### config.mk
export PLATFORM = sky130hd
export DESIGN_NAME = intr_ctrl_top
export DESIGN_NICKNAME = d
export VERILOG_FILES = /design/src/rtl/intr_pkg.sv /design/src/rtl/intr_capture.sv /design/src/rtl/intr_regs.sv /design/src/rtl/intr_prio.sv /design/src/rtl/intr_ctrl_top.sv
export SDC_FILE = /design/constraint.sdc
export NUM_CORES = 1
export LEC_CHECK = 0
export BUFFER_PORTS_ARGS = -buffer_cell sky130_fd_sc_hd__buf_2
export CAP_MARGIN = 20
export CORE_MARGIN = 1.5
export CORE_UTILIZATION = 45
export CTS_CLUSTER_DIAMETER = 80
export DETAILED_ROUTE_END_ITERATION = 16
export GPL_TIMING_DRIVEN = 0
export HOLD_SLACK_MARGIN = 0.12
export PLACE_DENSITY_LB_ADDON = 0.3
export RECOVER_POWER = 50
export SLEW_MARGIN = 40
export SYNTH_ARGS = -nofsm -noshare
export SYNTH_HDL_FRONTEND = slang
export SYNTH_HIERARCHICAL = 1
export SYNTH_SLANG_ARGS = --single-unit
### constraint.sdc
create_clock -name clk -period 5.7 [get_ports clk]
set_input_delay 1.14 -clock clk [delete_from_list [all_inputs] [get_ports clk]]
set_output_delay 1.14 -clock clk [all_outputs]
set_load 0.02 [all_outputs]
### src/rtl/intr_pkg.sv
package intr_pkg;
  // register byte offsets
  localparam int OFS_STAT = 'h00;
  localparam int OFS_PEND = 'h04;
  localparam int OFS_EN   = 'h08;
  localparam int OFS_ACK  = 'h0C;
  localparam int OFS_SETE = 'h10;
  localparam int OFS_CLRE = 'h14;
  localparam int OFS_VEC  = 'h18;
  localparam int OFS_CTRL = 'h1C;
  // control register bit positions
  localparam int CTRL_REQ_BIT = 0;
  localparam int CTRL_ARM_BIT = 1;

  typedef struct packed {
    logic arm;
    logic req_en;
  } ctrl_t;
endpackage

### src/rtl/intr_capture.sv
module intr_capture #(
  parameter int N_IN = 8,
  parameter logic [N_IN-1:0] EDGE_MASK = '0
) (
  input  logic            clk,
  input  logic            rst,
  input  logic            arm,
  input  logic [N_IN-1:0] raw,
  output logic [N_IN-1:0] ev
);
  for (genvar i = 0; i < N_IN; i++) begin : g_line
    if (EDGE_MASK[i]) begin : g_edge
      logic prev_q;
      always_ff @(posedge clk) begin
        if (rst) prev_q <= 1'b0;
        else     prev_q <= raw[i];
      end
      assign ev[i] = arm & raw[i] & ~prev_q;
    end else begin : g_level
      assign ev[i] = arm & raw[i];
    end
  end
endmodule

### src/rtl/intr_regs.sv
module intr_regs
  import intr_pkg::*;
#(
  parameter int N_IN   = 8,
  parameter int ADDR_W = 5,
  parameter int DATA_W = 32
) (
  input  logic              clk,
  input  logic              rst,
  input  logic              wr_en,
  input  logic [ADDR_W-1:0] addr,
  input  logic [DATA_W-1:0] wdata,
  input  logic [N_IN-1:0]   ev,
  output logic [N_IN-1:0]   status,
  output logic [N_IN-1:0]   enable,
  output ctrl_t             ctrl
);
  logic [N_IN-1:0] sw_set, ack_clr, status_n, enable_n;
  ctrl_t           ctrl_n;
  logic [N_IN-1:0] wbits;

  assign wbits = wdata[N_IN-1:0];

  function automatic logic hit(input logic w, input logic [ADDR_W-1:0] a, input int ofs);
    return w && (a == ADDR_W'(ofs));
  endfunction

  always_comb begin
    sw_set   = (hit(wr_en, addr, OFS_STAT) && !ctrl.arm) ? wbits : '0;
    ack_clr  = hit(wr_en, addr, OFS_ACK) ? wbits : '0;
    status_n = ((status | sw_set) & ~ack_clr) | ev;

    enable_n = enable;
    if (hit(wr_en, addr, OFS_EN))   enable_n = wbits;
    if (hit(wr_en, addr, OFS_SETE)) enable_n = enable | wbits;
    if (hit(wr_en, addr, OFS_CLRE)) enable_n = enable & ~wbits;

    ctrl_n = ctrl;
    if (hit(wr_en, addr, OFS_CTRL)) begin
      ctrl_n.req_en = wdata[CTRL_REQ_BIT];
      ctrl_n.arm    = ctrl.arm | wdata[CTRL_ARM_BIT];
    end
  end

  always_ff @(posedge clk) begin
    if (rst) begin
      status <= '0;
      enable <= '0;
      ctrl   <= '0;
    end else begin
      status <= status_n;
      enable <= enable_n;
      ctrl   <= ctrl_n;
    end
  end


  arm_sticky_chk: assert property (@(posedge clk) disable iff (rst)
    $past(ctrl.arm) |-> ctrl.arm);


  mask_keeps_status_chk: assert property (@(posedge clk) disable iff (rst)
    (($past(status) & ~$past(ack_clr) & ~status) == '0));


  no_sw_set_armed_chk: assert property (@(posedge clk) disable iff (rst)
    ($past(ctrl.arm) && $past(ev) == '0) |-> ((status & ~$past(status)) == '0));
endmodule

### src/rtl/intr_prio.sv
module intr_prio #(
  parameter int N_IN   = 8,
  parameter int DATA_W = 32
) (
  input  logic [N_IN-1:0]   pend,
  output logic [DATA_W-1:0] vec
);
  always_comb begin
    vec = '1;
    for (int i = N_IN - 1; i >= 0; i--) begin
      if (pend[i]) vec = DATA_W'(i);
    end
  end
endmodule

### src/rtl/intr_ctrl_top.sv
module intr_ctrl_top
  import intr_pkg::*;
#(
  parameter int N_IN   = 8,
  parameter int ADDR_W = 5,
  parameter int DATA_W = 32,
  parameter logic [N_IN-1:0] EDGE_MASK = 8'hF0
) (
  input  logic              clk,
  input  logic              rst,
  input  logic [N_IN-1:0]   irq_in,
  input  logic              wr_en,
  input  logic [ADDR_W-1:0] addr,
  input  logic [DATA_W-1:0] wdata,
  output logic [DATA_W-1:0] rdata,
  output logic              irq_out
);
  logic [N_IN-1:0]   ev, status, enable, pend;
  ctrl_t             ctrl;
  logic [DATA_W-1:0] vec, rd_n;

  intr_capture #(.N_IN(N_IN), .EDGE_MASK(EDGE_MASK)) u_cap (
    .clk(clk), .rst(rst), .arm(ctrl.arm), .raw(irq_in), .ev(ev));

  intr_regs #(.N_IN(N_IN), .ADDR_W(ADDR_W), .DATA_W(DATA_W)) u_regs (
    .clk(clk), .rst(rst), .wr_en(wr_en), .addr(addr), .wdata(wdata),
    .ev(ev), .status(status), .enable(enable), .ctrl(ctrl));

  assign pend = status & enable;

  intr_prio #(.N_IN(N_IN), .DATA_W(DATA_W)) u_prio (.pend(pend), .vec(vec));

  always_comb begin
    rd_n = '0;
    case (addr)
      ADDR_W'(OFS_STAT): rd_n = DATA_W'(status);
      ADDR_W'(OFS_PEND): rd_n = DATA_W'(pend);
      ADDR_W'(OFS_EN):   rd_n = DATA_W'(enable);
      ADDR_W'(OFS_VEC):  rd_n = vec;
      ADDR_W'(OFS_CTRL): rd_n = DATA_W'(ctrl);
      default:           rd_n = '0;
    endcase
  end

  always_ff @(posedge clk) begin
    if (rst) begin
      rdata   <= '0;
      irq_out <= 1'b0;
    end else begin
      rdata   <= rd_n;
      irq_out <= ctrl.req_en & (|pend);
    end
  end


  irq_gate_chk: assert property (@(posedge clk) disable iff (rst)
    irq_out |-> ($past(ctrl.req_en) && $past(pend) != '0));


  vec_idle_chk: assert property (@(posedge clk) disable iff (rst)
    ($past(addr) == ADDR_W'(OFS_VEC) && $past(pend) == '0) |-> (rdata == '1));
endmodule

==> metrics, run 1 <==
status=completed; Synth Register Bits=55; Final Core Density=53.3%; post-DP HPWL=4340 um; num rows=28; Core Area=0.00585 mm2; vias in the first global route=1,994; worst setup path category=flip-flop to flip-flop; WP data required=5.94 ns; # IOs=81; top cells by area, synth=dfxtp_1, buf_4, and2_1; Post-Syn Instances=285; Fillers=581; worst slew pin tran=0.921 ns; Num Clock Sinks=55; DRC viols=0; routed wire length=5630 um; FMAX=414 MHz; DIE WIDTH=80.5 um; die area=0.00648 mm2; PostCTS Resize Cnt=0; Worst setup EP type=flip-flop; GRT overflow=0; CTS H-Tree Depth=2; first-pass GRT wire length=9120 um; RSZ-0062 raised after global routing=false; clk_lat worst skew=0.31 ns; Antenna Cells=0; synth warn=6; count leader, synth=dfxtp_1; total track usage=17.8%; final hold vios=0; CTS root buf=clkbuf_8; ys async rst share=0%; ratio of cells with drive above 1 in the final layout=21.2%; Avg Cell Area, Syn=9.49 um2; Pleak=1.21 nW; fin crit period=2.42 ns; Post-synth EDFFs=0; PnR Total Power=0.662 mW; maximum fanout along the worst path=29; clock skew=0.0106 ns; nets=396; Pre-antenna DRT Iters=4; TritonCTS clock tree=yes; Final setup viols=0; Post-Syn Nets=333; final slew viol count=0; Netlist cell types=47; initial antenna violation count=0; Initial DRC Count=134; hold crit path type=flip-flop to flip-flop; most area-hungry cell type in the Yosys netlist=dfxtp_1; CTS Hold Bufs=0; area of the mapped netlist=0.00270 mm2; sequential-to-total area share from yosys stat=40.7%; top cell type's share of synthesized area=40.7%; ys flop type=dfxtp_1; final worst-path cycle share=42.4%; clk buf depth=2; Arr. time, crit path=2.65 ns; Post-synth top cells=dfxtp_1, and2_1, buf_4; Worst Setup Start Kind=flip-flop; Post-CTS Setup Bufs=0; cts bufs inserted=5; largest net degree at the start of global routing=30; routability cong.=0.801; Area growth syn-to-layout=15.3%; Routed WL per cell=13.3 um; Initial Util=46.2%; Routed Antenna Nets=0; vias per cell=5.27; MaxCap Viol Count=0; clock-pin slew on the worst setup and hold paths=0.09 ns; peak supply drop=0.000161 V; Pwr Density=212 mW/mm2; IO buf count=56; die height=80.5 um; total negative slack=0 ns; Slew HR=38.6%; total number of vias=2,235
-- worst paths after layout --
kind         slack [ns]        startpoint       end  depth (start not counted)
min                0.49    u_regs/ctrl[0]   irq_out                          2
max                3.28  u_regs/status[0]  rdata[6]                          6
max reg2reg        3.28  u_regs/status[0]  rdata[6]                          6
min reg2reg        0.49    u_regs/ctrl[0]   irq_out                          2
-- report_power, final --
| group | total (mW) | internal (mW) | leakage, nW | switching (mW) |
|---|---|---|---|---|
| clock | 0.216 | 0.0885 | 0.0418 | 0.128 |
| combinational | 0.0552 | 0.0209 | 0.724 | 0.0344 |
| sequential | 0.391 | 0.389 | 0.445 | 0.00226 |
-- worst max-delay path: stages (launching register included) --
cell,delay [ns]
dfxtp_1,0.36
and2_1,0.21
nor4_1,0.45
and3_1,0.85
buf_4,0.23
nand3_1,0.07
a31oi_1,0.17
-- cell families after synthesis --
family | after synthesis | synth area share (%)
AOI/OAI and AO/OA | 56 | 16.4
DFF | 55 | 40.7
xor gates and xnor gates | 1 | 0.324
buffers and inverters | 54 | 12.0
muxes | 2 | 0.740
and+or+nand+nor | 117 | 29.8
-- sequential cells by signal, summed over array words and instances (netlist names) --
name,cells
irq_out,1
u_cap/g_line.g_edge.prev_q,4
rdata,32
u_regs/enable,8
u_regs/ctrl,2
u_regs/status,8
-- cells in the final DEF (no fill, tap or decap), types with 2 or more instances in the layout --
cell type,netlist,routed
a211oi_1,2,2
and2_1,32,32
clkbuf_4,0,4
a311oi_1,4,4
mux2i_1,2,2
buf_4,29,25
nor2b_1,12,12
nor3_1,4,4
nor2_1,7,7
inv_1,13,13
and3b_1,12,12
a41oi_1,6,6
o2bb2ai_1,6,6
clkbuf_1,3,38
a31oi_1,10,10
nand3_1,12,12
nand3b_1,6,6
buf_2,5,27
and3_1,9,9
or3_1,2,2
o311ai_0,6,6
nor4_4,2,2
o211ai_1,7,7
and2_2,4,4
a21oi_1,3,3
nor4_1,2,3
dfxtp_1,55,55
clkbuf_2,2,2
clkbuf_8,0,5
a221oi_1,6,6
nand2b_1,4,4
-- layout make-up --
type | instances | area [um2] | area share [%]
Multi-Input combinational cell | 176 | 1270 | 40.8
Tap cell | 75 | 93.8 | 3.01
Inverter | 13 | 48.8 | 1.57
Clock inverter | 2 | 16.3 | 0.522
Clock buffer | 6 | 72.6 | 2.33
Buffer | 41 | 277 | 8.87
Timing Repair Buffer | 56 | 238 | 7.62
Sequential cell | 55 | 1100 | 35.3
-- per-layer routing --
layer / up-vias / track usage, % / share of wire (%)
met2: 61 / 30.4 / 49
met1: 1041 / 22.4 / 45
met5: - / 0 / 0
met4: 0 / 4.83 / 0.48
met3: 2 / 3.98 / 5.6
li1: 1131 / - / -
-- through the flow --
step / setup WS (ns) / cell area (um2) / hold WS, ns / std cells
final: 3.28 / 3120 / 0.494 / 424
after global routing: 3.12 / 3120 / 0.521 / 424
after CTS: 3.30 / 3170 / 0.506 / 424
after detailed placement: 2.97 / 3080 / 0.495 / 416
after global placement: 3.00 / 3080 / 0.487 / 416
after floorplan: 3.32 / 2700 / 0.416 / 285
No activity file was read; power rests on OpenSTA's default activity.
==> inputs of run 2 (changes only) <==
ABC_AREA = 1   (was unset)
clock period = 2.05 ns   (was 5.7 ns; I/O delays follow)
==> metrics, run 2 <==
status=completed; max FFs per register=32 (unchanged); Core Area=0.00599 mm2 (+2.4%); Avg Cell Area, Syn=6.91 um2 (-27%); Place WS=0.175 ns (-2.80 ns); Synth Register Bits=55 (unchanged); first-pass GRT wire length=9640 um (+5.7%); DIE WIDTH=82.3 um (+2.2%); cts bufs inserted=5 (unchanged); top cell type's share of synthesized area=38.9% (-1.8 points); routed wire length=5710 um (+1.5%); peak supply drop=0.000309 V (+91%); area of the mapped netlist=0.00283 mm2 (+4.6%); R2R Path Start=u_regs/status[0]; CTS Hold Bufs=0 (unchanged); area of the multi-input gates=0.00120 mm2 (-5.3%); Worst setup EP type=flip-flop; final worst setup slack=0.284 ns (-3.00 ns); count leader, synth=nand2_1; fin crit period=1.77 ns (-0.649 ns); clock-pin slew on the worst setup and hold paths=0.09 ns (about the same); Num Clock Sinks=55 (unchanged); total negative slack=0 ns (unchanged); synth warn=6 (unchanged); Arr. time, crit path=2.00 ns (-0.65 ns); clock skew=0.00825 ns (-0.00236 ns); CTS root buf=clkbuf_8; initial antenna violation count=0 (unchanged); grt met2 use=30.4% (about the same); Routed Antenna Nets=0 (unchanged); die area=0.00677 mm2 (+4.4%); Area growth syn-to-layout=15.4% (about the same); met1 usage=23.9% (+1.5 points); worst slew pin tran=0.515 ns (-0.405 ns); clk_lat worst skew=0.31 ns (about the same); FMAX=566 MHz (+37%); Pwr Density=610 mW/mm2 (+190%); post-DP HPWL=4310 um (-0.67%); Pre-antenna DRT Iters=4 (unchanged); vias in the first global route=2,210 (+11%); Antenna Cells=0 (unchanged); ys flop type=dfxtp_1; GRT overflow=0 (unchanged); Post-synth EDFFs=0 (unchanged); min-delay src=irq_in[5]; Post-synth top cells=nand2_1, inv_1, dfxtp_1; final hold vios=0 (unchanged); top cells by area, synth=dfxtp_1, nand2_1, buf_4; # IOs=81 (unchanged); MaxCap Viol Count=0 (unchanged); Worst Setup Start Kind=flip-flop; sequential-to-total area share from yosys stat=38.9% (-1.8 points); Slew HR=65.7% (+27 points); final slew viol count=0 (unchanged); CTS H-Tree Depth=2 (unchanged); PostCTS Resize Cnt=0 (unchanged); Most flops, register=rdata; Routed WL per cell=10.4 um (-21%); total number of vias=2,516 (+13%); largest net degree at the start of global routing=30 (unchanged); nets=520 (+31%); final worst-path cycle share=86.2% (+44 points); PnR Total Power=1.99 mW (+200%); Most Crowded Layer GR=met2; most area-hungry cell type in the Yosys netlist=dfxtp_1; Initial DRC Count=138 (+3.0%); vias per cell=4.59 (-13%); flop2flop setup slack=0.28 ns (-3.00 ns); Largest regs=rdata (32), u_regs/enable (8), u_regs/status (8); Post-Syn Instances=409 (+44%); commonest non-fill, non-tap cell in the layout=nand2_1; Post-Syn Nets=457 (+37%); die height=82.3 um (+2.2%); hold crit path type=input port to flip-flop; RSZ-0062 raised after global routing=false; capturing point of the worst reg2reg path=rdata[5]; TritonCTS clock tree=yes; Fillers=600 (+3.3%); R2R cell count=10 (+4); Sequential Area=0.00110 mm2 (unchanged); hold path depth=3 (+1); Pleak=1.54 nW (+27%); most frequent cells in the layout=nand2_1, inv_1, dfxtp_1; IO buf count=56 (unchanged); WP data required=2.28 ns (-3.66 ns); Netlist cell types=25 (-47%); Final setup viols=0 (unchanged); DRC viols=0 (unchanged); ratio of cells with drive above 1 in the final layout=21.4% (+0.15 points); Post-CTS Setup Bufs=0 (unchanged); WHS Endpoint=u_cap/g_line[5].g_edge.prev_q; num rows=28 (unchanged); worst setup path category=flip-flop to flip-flop; clk buf depth=2 (unchanged); routability cong.=0.823 (+2.8%); ys async rst share=0% (unchanged); total track usage=18.3% (+0.46 points); maximum fanout along the worst path=29 (unchanged); met3 GRT Util=3.30% (-0.68 points); Initial Util=47.2% (+0.99 points)
run 2: cell count changes in the layout (fill, tap and decap cells not counted), moves of 12 or more:
cell / change
a21oi_1: +17
and2_1: -32
and3b_1: -12
inv_1: +43
nand2_1: +111
nand4_1: +16
nor2_1: +29
nor2_2: +23
nor2b_1: -12
run 2: kinds of logic after synthesis:
family | after synthesis | share of synthesized area, %
simple gates | 221 | 37.0
buf+inv | 101 | 18.3
flops | 55 | 38.9
compound gates | 32 | 5.75
run 2: layout make-up:
| cell class | count | area share [%] |
|---|---|---|
| sequential | 55 | 33.8 |
| clock buffer | 6 | 2.53 |
| tap | 75 | 2.88 |
| buffer | 38 | 8.21 |
| multi-input combinational | 253 | 36.9 |
| timing repair buffer | 56 | 7.25 |
| clock inverter | 2 | 1.07 |
| inverter | 63 | 7.40 |
run 2: where the power goes:
part	internal, mW	switching, mW	leakage, nW
registers	1.08	0.00694	0.445
logic	0.0496	0.115	1.03
clock network	0.395	0.339	0.0612
run 2: metal layers:
metal / part of all wire, % / wire length (um) / vias up
met3: 5.2 / 295 / 8
met5: 0 / 0 / -
met4: 1.1 / 65 / 0
met2: 46 / 2630 / 68
li1: - / - / 1358
met1: 48 / 2720 / 1082
run 2: per-stage QoR:
stage          hold slack, ns  cell area, um2  util (%)  std cells
3_5_place_dp            0.468            3200      53.5        540
6_report                0.313            3260      54.4        548
3_3_place_gp            0.465            3200      53.4        540
2_1_floorplan           0.432            2830         -        409
4_1_cts                 0.302            3320      55.4        548
5_1_grt                 0.306            3260      54.4        548
run 2: worst max-delay path by stage:
stage          slack (ns)          endpoint              from
3_5_place_dp         0.17          rdata[5]  u_regs/status[0]
2_1_floorplan        0.21          rdata[5]  u_regs/status[0]
5_1_grt              0.12  u_regs/enable[7]           addr[1]
4_1_cts              0.14          rdata[5]  u_regs/status[0]
6_report             0.28          rdata[5]  u_regs/status[0]
3_3_place_gp        -0.10          rdata[5]  u_regs/status[0]
run 2: critical path, cell delays in order (launching register included):
cell and delay (ns):
dfxtp_1 0.35, nand2_1 0.09, inv_1 0.07, or2_4 0.26
nor2_4 0.10, and3_4 0.38, buf_4 0.16, nand2_1 0.04
o21ai_0 0.07, nor2_1 0.05, nor2_1 0.11
